<file path="src/rtl/i2ct_pkg.sv">
// Shared types and constants for the I2C bit-phase timing generator.
// Assumes counts are unsigned cycle numbers of the peripheral clock.
package i2ct_pkg;
    typedef enum logic {MODE_STD = 1'b0, MODE_FAST = 1'b1} speed_e;
    localparam int unsigned HIGH_MIN = 6;   // floor applied to any high count
    localparam int unsigned LOW_MIN  = 8;   // floor applied to any low count
endpackage

</file>
<file path="src/rtl/i2ct_cfg_latch.sv">
// Configuration snapshot: resolves the speed mode, applies count minimums,
// derives the phase lengths and the clamped SDA launch index, and registers
// them when load is pulsed. Assumes load is a one-cycle start pulse.
module i2ct_cfg_latch
    import i2ct_pkg::*;
#(
    parameter int CNT_W      = 16,
    parameter int HIGH_EXTRA = 8,
    localparam int LEN_W     = CNT_W + 2
) (
    input  logic             clk,
    input  logic             rst_n,
    input  logic             load,
    input  logic             std_sel,
    input  logic             fast_sel,
    input  logic [CNT_W-1:0] std_high,
    input  logic [CNT_W-1:0] std_low,
    input  logic [CNT_W-1:0] fast_high,
    input  logic [CNT_W-1:0] fast_low,
    input  logic [7:0]       setup_cnt,
    input  logic [8:0]       hold_cfg,
    output logic [LEN_W-1:0] hi_len,
    output logic [LEN_W-1:0] lo_len,
    output logic [LEN_W-1:0] launch_at
);
    speed_e           mode;
    logic [LEN_W-1:0] h_raw, l_raw, hi_n, lo_n, s_eff, hd, cap, lim, launch_n;

    // Resolve the mode, the floors and the hold/setup launch index.
    always_comb begin
        mode  = (fast_sel && !std_sel) ? MODE_FAST : MODE_STD;
        h_raw = (mode == MODE_FAST) ? LEN_W'(fast_high) : LEN_W'(std_high);
        l_raw = (mode == MODE_FAST) ? LEN_W'(fast_low)  : LEN_W'(std_low);
        hi_n  = ((h_raw < LEN_W'(HIGH_MIN)) ? LEN_W'(HIGH_MIN) : h_raw) + LEN_W'(HIGH_EXTRA);
        lo_n  = ((l_raw < LEN_W'(LOW_MIN))  ? LEN_W'(LOW_MIN)  : l_raw) + LEN_W'(1);
        s_eff = (setup_cnt == 8'd0) ? LEN_W'(1) : LEN_W'(setup_cnt);
        hd    = hold_cfg[8] ? LEN_W'(hold_cfg[7:0]) + LEN_W'(1) : '0;
        cap   = ((lo_n + LEN_W'(1)) > s_eff) ? (lo_n + LEN_W'(1) - s_eff) : '0;
        lim   = (cap < (lo_n - LEN_W'(1))) ? cap : (lo_n - LEN_W'(1));
        launch_n = (hd < lim) ? hd : lim;
    end

    // Capture the derived timing at the start of a run.
    always_ff @(posedge clk) begin
        if (!rst_n) begin
            hi_len    <= LEN_W'(HIGH_MIN + HIGH_EXTRA);
            lo_len    <= LEN_W'(LOW_MIN + 1);
            launch_at <= '0;
        end else if (load) begin
            hi_len    <= hi_n;
            lo_len    <= lo_n;
            launch_at <= launch_n;
        end
    end

    p_hi_min_r3: assert property (@(posedge clk) disable iff (!rst_n)
        hi_len >= LEN_W'(HIGH_MIN + HIGH_EXTRA));
    p_lo_min_r4: assert property (@(posedge clk) disable iff (!rst_n)
        lo_len >= LEN_W'(LOW_MIN + 1));
    p_launch_bound_r8: assert property (@(posedge clk) disable iff (!rst_n)
        launch_at < lo_len);
endmodule

</file>
<file path="src/rtl/i2ct_phase_ctr.sv">
// Phase counter: alternates SCL low and high phases of the latched lengths,
// starting with a low phase one cycle after enable is seen. Assumes the
// lengths are loaded on the same edge as the start.
module i2ct_phase_ctr #(
    parameter int LEN_W = 18
) (
    input  logic             clk,
    input  logic             rst_n,
    input  logic             en,
    input  logic [LEN_W-1:0] hi_len,
    input  logic [LEN_W-1:0] lo_len,
    output logic             running,
    output logic             scl,
    output logic [LEN_W-1:0] cnt
);
    logic [LEN_W-1:0] last_idx;

    // Index of the final cycle of the current phase.
    always_comb last_idx = (scl ? hi_len : lo_len) - LEN_W'(1);

    // Start, count, reload at the phase boundary, or park with SCL high.
    always_ff @(posedge clk) begin
        if (!rst_n || !en) begin
            running <= 1'b0;
            scl     <= 1'b1;
            cnt     <= '0;
        end else if (!running) begin
            running <= 1'b1;
            scl     <= 1'b0;
            cnt     <= '0;
        end else if (cnt == last_idx) begin
            scl <= ~scl;
            cnt <= '0;
        end else begin
            cnt <= cnt + LEN_W'(1);
        end
    end

    p_cnt_bound_r3: assert property (@(posedge clk) disable iff (!rst_n)
        running |-> (cnt < (scl ? hi_len : lo_len)));
    p_idle_high_r1: assert property (@(posedge clk) disable iff (!rst_n)
        !running |-> (scl && cnt == '0));
endmodule

</file>
<file path="src/rtl/i2c_scl_timing.sv">
// Top of the I2C bit-phase timing generator: snapshots the configuration on
// enable, runs the phase counter and decodes the rise, fall and SDA launch
// strobes. Assumes configuration inputs are stable around the enable edge.
module i2c_scl_timing #(
    parameter int CNT_W      = 16,
    parameter int HIGH_EXTRA = 8
) (
    input  logic             clk,
    input  logic             rst_n,
    input  logic             en,
    input  logic             std_sel,
    input  logic             fast_sel,
    input  logic [CNT_W-1:0] std_high,
    input  logic [CNT_W-1:0] std_low,
    input  logic [CNT_W-1:0] fast_high,
    input  logic [CNT_W-1:0] fast_low,
    input  logic [7:0]       setup_cnt,
    input  logic [8:0]       hold_cfg,
    output logic             scl,
    output logic             scl_rise,
    output logic             scl_fall,
    output logic             sda_launch
);
    localparam int LEN_W = CNT_W + 2;

    logic             running, start;
    logic [LEN_W-1:0] hi_len, lo_len, launch_at, cnt;

    // A run starts on the first cycle enable is seen while idle.
    always_comb start = en && !running;

    i2ct_cfg_latch #(.CNT_W(CNT_W), .HIGH_EXTRA(HIGH_EXTRA)) u_cfg (
        .clk(clk), .rst_n(rst_n), .load(start),
        .std_sel(std_sel), .fast_sel(fast_sel),
        .std_high(std_high), .std_low(std_low),
        .fast_high(fast_high), .fast_low(fast_low),
        .setup_cnt(setup_cnt), .hold_cfg(hold_cfg),
        .hi_len(hi_len), .lo_len(lo_len), .launch_at(launch_at)
    );

    i2ct_phase_ctr #(.LEN_W(LEN_W)) u_ctr (
        .clk(clk), .rst_n(rst_n), .en(en),
        .hi_len(hi_len), .lo_len(lo_len),
        .running(running), .scl(scl), .cnt(cnt)
    );

    // Decode the per-phase strobes from the counter position.
    always_comb begin
        scl_fall   = running && !scl && (cnt == '0);
        scl_rise   = running &&  scl && (cnt == '0);
        sda_launch = running && !scl && (cnt == launch_at);
    end

    p_launch_low_r6: assert property (@(posedge clk) disable iff (!rst_n)
        sda_launch |-> !scl);
    p_cfg_frozen_r9: assert property (@(posedge clk) disable iff (!rst_n)
        (running && $past(running)) |->
            ($stable(hi_len) && $stable(lo_len) && $stable(launch_at)));
    p_stop_r10: assert property (@(posedge clk) disable iff (!rst_n)
        $fell(running) |-> (scl && !scl_rise && !scl_fall && !sda_launch));
    p_fall_first_r5: assert property (@(posedge clk) disable iff (!rst_n)
        $rose(running) |-> scl_fall);
endmodule

</file>
<file path="config.mk">
export PLATFORM = sky130hd
export DESIGN_NAME = i2c_scl_timing
export DESIGN_NICKNAME = d
export VERILOG_FILES = /design/src/rtl/i2ct_pkg.sv /design/src/rtl/i2ct_cfg_latch.sv /design/src/rtl/i2ct_phase_ctr.sv /design/src/rtl/i2c_scl_timing.sv
export SDC_FILE = /design/constraint.sdc
export NUM_CORES = 1
export LEC_CHECK = 0
export BUFFER_PORTS_ARGS = -buffer_cell sky130_fd_sc_hd__buf_4
export CORE_ASPECT_RATIO = 0.6
export CORE_MARGIN = 3
export CORE_UTILIZATION = 55
export DETAILED_ROUTE_END_ITERATION = 8
export GPL_TIMING_DRIVEN = 0
export PLACE_DENSITY = 0.78
export SYNTH_ARGS = -nofsm -noshare
export SYNTH_HDL_FRONTEND = slang
export SYNTH_HIERARCHICAL = 1
export SYNTH_SLANG_ARGS = --single-unit
</file>
<file path="constraint.sdc">
create_clock -name clk -period 11.3 [get_ports clk]
set_input_delay 2.26 -clock clk [delete_from_list [all_inputs] [get_ports clk]]
set_output_delay 2.26 -clock clk [all_outputs]
set_load 0.01 [all_outputs]
</file>
==> run summary <==
### Outcome
- complete, no violations — result of the run

### Final layout
- 24.6% — share of final-layout standard cells stronger than drive strength 1
- 144 x sky130_fd_sc_hd__buf_4, 78 x sky130_fd_sc_hd__mux2i_1, 75 x sky130_fd_sc_hd__nand2_1 — commonest non-fill, non-tap cells in the layout
- 0 — Antenna Cells
- 10400 sq um — final standard cell area without fillers
- 73.8% — final core area utilization
- 1038 — number of fillers in the final layout
- 27.1% — area growth from synthesis to final layout
- 1293 — net count of the finished layout
- sky130_fd_sc_hd__buf_4 — commonest non-fill, non-tap cell in the layout

### Clock tree
- 2 — maximum number of buffers from clock root to sink
- 9 — number of clock buffers inserted by TritonCTS
- done — clock tree from TritonCTS
- 3 — H-Tree Depth
- 72 — number of sinks handled by clock tree synthesis
- 0.06 ns — CTS clk-pin slew, worst paths
- 0.34 ns — clock latency at the later pin of the worst-skew pair
- sky130_fd_sc_hd__clkbuf_16 — root buffer cell

### Floorplanning
- 58.0% — initial cell density of the core
- 163 um — Die Width
- 90 — # IOs
- 14100 sq um — core region area
- 100 um — vertical die dimension
- 16400 sq um — die area
- 33 — num rows

### Yosys
- 1014 — Gate Count Post-Synth
- sky130_fd_sc_hd__dfxtp_1 — most used flip-flop cell after synthesis
- 0% — fraction of registers with async set or reset after synthesis
- 8.06 sq um — synthesized area per cell
- 88 — number of library cell types mapped by synthesis
- 8170 sq um — mapped cell area
- 17.6% — share of the synthesized area in the top cell type
- sky130_fd_sc_hd__dfxtp_1 18%, sky130_fd_sc_hd__mux2i_1 10%, sky130_fd_sc_hd__xnor2_1 7.4% — top cells by area, synth
- 6 — Syn. warnings
- 17.6% — sequential fraction of the synthesis area
- sky130_fd_sc_hd__dfxtp_1 — area leader, netlist
- 72 — flops & latches, synth
- 0 — number of synthesized flops with an enable pin

### Worst setup path
- 0.59 ns — largest stage delay on the critical path
- 11.57 ns — critical path data required time
- in2reg — worst setup path class
- primary input — type of element launching the critical path
- u_ctr/cnt[5]$_SDFF_PP0_ — endpoint of the worst register-to-register path
- sky130_fd_sc_hd__buf_4 — critical path's most frequent cell
- sky130_fd_sc_hd__nor4_1 — slowest stage cell on the critical path
- 11.56 ns — worst path arrival time
- 9 — largest fanout on the critical path
- flop — CP endpoint kind
- 8 — WP buf/inv
- u_ctr/scl$_SDFFE_PN1P_ — Reg-to-Reg Start
- 13 — FF-to-FF path depth
- simple AND/OR/NAND/NOR gates — cell family with most CP delay
- 7.24 ns — FF-to-FF setup slack

### STA
- 0 — final max-slew violation count
- 1.28 ns — worst-margin pin slew
- 0.00786 ns — Clock Skew
- 99.9% — share of the cycle needed by the critical path after routing
- 13.8% — worst slew margin relative to its limit
- 0 — number of failing hold endpoints at the final stage
- 88.6 MHz — highest clock rate
- 0 — count of endpoints failing setup in the final report
- 11.29 ns — Final Critical Period

### Power and ir drop
- 1050 uW — power after layout
- 663 uW — internal power
- 75.3 uV — Worst IR Drop VDD
- 26.4% — part of the power in registers
- 101 nW/um^2 — total power per unit cell area
- 44.4% — share of total power in combinational logic
- 390 uW — switching power summed over all nets
- 29.1% — clock group share of total power
- 37.1% — Net Sw Frac
- 0.00436 uW — leak pwr

### Routing
- 29200 um — Routed WL
- 0 — Detail Route Antenna Nets
- 8979 — via total after detailed routing
- 6 — First-pass DRT Iterations
- 0 — count of unresolved DRC violations after routing
- 1321 — Detailed Route Iter0 Violations
- 21.4 um — wire length per cell after detailed routing
- 6.59 — drt via density

### Placement
- 0.973 — Placer Congestion
- 89 — number of I/O port buffers
- 21300 um — Detail Placement HPWL
- 9130 sq um — Placed Instance Area

### Global route
- 14 — maximum number of pins on one net before global-route repair
- 7790 — via count of the first global-routing pass
- 32.7% — total track usage
- 42200 um — first-pass GRT wire length
- 0 — number of antenna violations at the first check in global routing
- 0 — global-route congestion overflow total

### Hold path
- u_cfg/launch_at[16]$_SDFFE_PN0P_ — Hold Crit Endpoint
- u_cfg/launch_at[16]$_SDFFE_PN0P_ — startpoint of the worst hold path
- 1 — depth of the worst hold-timing path
- reg2reg — Tightest Hold Check Type

### Run
- 0 — max-capacitance violation count

-- power by group through the flow --
stage,Sequential [uW],Combinational (uW),Clock (uW)
after global placement,283,368,0
after detailed placement,283,376,0
after floorplan,279,267,0
after CTS,278,399,310
final,278,468,307
after global routing,280,496,321
-- state kept, by name, indices dropped and copies added, names as in the netlist --
| register | count |
|---|---|
| u_cfg/hi_len | 17 |
| u_cfg/launch_at | 18 |
| u_ctr/cnt | 18 |
| u_ctr/scl | 1 |
| u_cfg/lo_len | 17 |
| u_ctr/running | 1 |
-- final cells by class --
| class | instances | area (sq um) | share of cell area, % |
|---|---|---|---|
| Inverter | 27 | 104 | 1.00 |
| Clock inverter | 7 | 95.1 | 0.915 |
| Clock buffer | 9 | 225 | 2.17 |
| Tap cell | 192 | 240 | 2.31 |
| Sequential cell | 72 | 1440 | 13.9 |
| Buffer | 40 | 325 | 3.13 |
| Timing Repair Buffer | 141 | 1060 | 10.2 |
| Multi-Input combinational cell | 874 | 6900 | 66.4 |
-- cell usage after synthesis (6+ instances only) --
| cell | number |
|---|---|
| sky130_fd_sc_hd__nand2b_1 | 15 |
| sky130_fd_sc_hd__nor4_1 | 17 |
| sky130_fd_sc_hd__mux2i_1 | 82 |
| sky130_fd_sc_hd__o31ai_1 | 6 |
| sky130_fd_sc_hd__buf_2 | 7 |
| sky130_fd_sc_hd__o22ai_1 | 9 |
| sky130_fd_sc_hd__nand4_1 | 28 |
| sky130_fd_sc_hd__and2_1 | 23 |
| sky130_fd_sc_hd__nor4b_1 | 6 |
| sky130_fd_sc_hd__and4_1 | 10 |
| sky130_fd_sc_hd__a21oi_1 | 22 |
| sky130_fd_sc_hd__nand3_1 | 36 |
| sky130_fd_sc_hd__nor2b_1 | 37 |
| sky130_fd_sc_hd__ha_1 | 41 |
| sky130_fd_sc_hd__inv_1 | 27 |
| sky130_fd_sc_hd__dfxtp_1 | 72 |
| sky130_fd_sc_hd__xor2_1 | 49 |
| sky130_fd_sc_hd__xnor2_1 | 69 |
| sky130_fd_sc_hd__nand2_1 | 77 |
| sky130_fd_sc_hd__o21a_1 | 7 |
| sky130_fd_sc_hd__o21ai_0 | 29 |
| sky130_fd_sc_hd__clkbuf_1 | 21 |
| sky130_fd_sc_hd__o211ai_1 | 10 |
| sky130_fd_sc_hd__nor3_2 | 10 |
| sky130_fd_sc_hd__a31oi_1 | 10 |
| sky130_fd_sc_hd__and3_1 | 16 |
| sky130_fd_sc_hd__buf_6 | 7 |
| sky130_fd_sc_hd__a21o_1 | 11 |
| sky130_fd_sc_hd__or3_1 | 15 |
| sky130_fd_sc_hd__nor3_1 | 41 |
| sky130_fd_sc_hd__nor2_1 | 70 |
| sky130_fd_sc_hd__mux2_2 | 16 |
-- metal layers --
metal | wire length (um) | track usage [%]
met5 | 0 | 0
met4 | 462 | 4.74
met1 | 12700 | 49.9
met2 | 11200 | 41.8
met3 | 4820 | 14.9
-- metrics by stage --
step,TNS [ns],setup WS (ns),hold WS [ns],cells
after floorplan,0,0.0328,0.450,1015
after global placement,-20.45,-2.45,0.464,1296
after detailed placement,-21.25,-2.54,0.466,1297
after CTS,0,0.00214,0.484,1325
after global routing,-1.73,-0.251,0.505,1362
final,0,0.00866,0.476,1362
-- worst max-delay path by stage --
stage | startpoint | endpoint | slack, ns | cells past startpoint
6_report | std_low[9] | u_cfg/launch_at[4]$_SDFFE_PN0P_ | 0.009 | 49
3_5_place_dp | std_sel | u_cfg/launch_at[4]$_SDFFE_PN0P_ | -2.54 | 52
3_3_place_gp | std_sel | u_cfg/launch_at[4]$_SDFFE_PN0P_ | -2.45 | 47
2_1_floorplan | std_sel | u_cfg/launch_at[4]$_SDFFE_PN0P_ | 0.03 | 53
5_1_grt | std_low[9] | u_cfg/launch_at[8]$_SDFFE_PN0P_ | -0.25 | 48
4_1_cts | std_sel | u_cfg/launch_at[4]$_SDFFE_PN0P_ | 0.002 | 46
-- cells by family (layout without fill, tap and decap cells) --
| kind of cell | after synthesis | count (layout) | synth area share [%] |
|---|---|---|---|
| AO/OA/AOI/OAI | 168 | 168 | 15.0 |
| other | 1 | 2 | 0.0459 |
| flip-flops | 72 | 72 | 17.6 |
| buffers and inverters | 69 | 224 | 4.06 |
| adder cells (fa/ha/maj) | 42 | 42 | 6.52 |
| multiplexers | 104 | 104 | 13.3 |
| AND/OR/NAND/NOR | 440 | 440 | 30.8 |
| XOR/XNOR | 118 | 118 | 12.6 |
-- what timing repair did --
item,4_1_cts,5_1_grt
resized for setup,45,71
hold buffers,0,0
gates cloned,1,0
setup buffers,12,38
setup endpoints to repair,9,9
pin swaps,10,29
(Power assumes the default switching activity.)
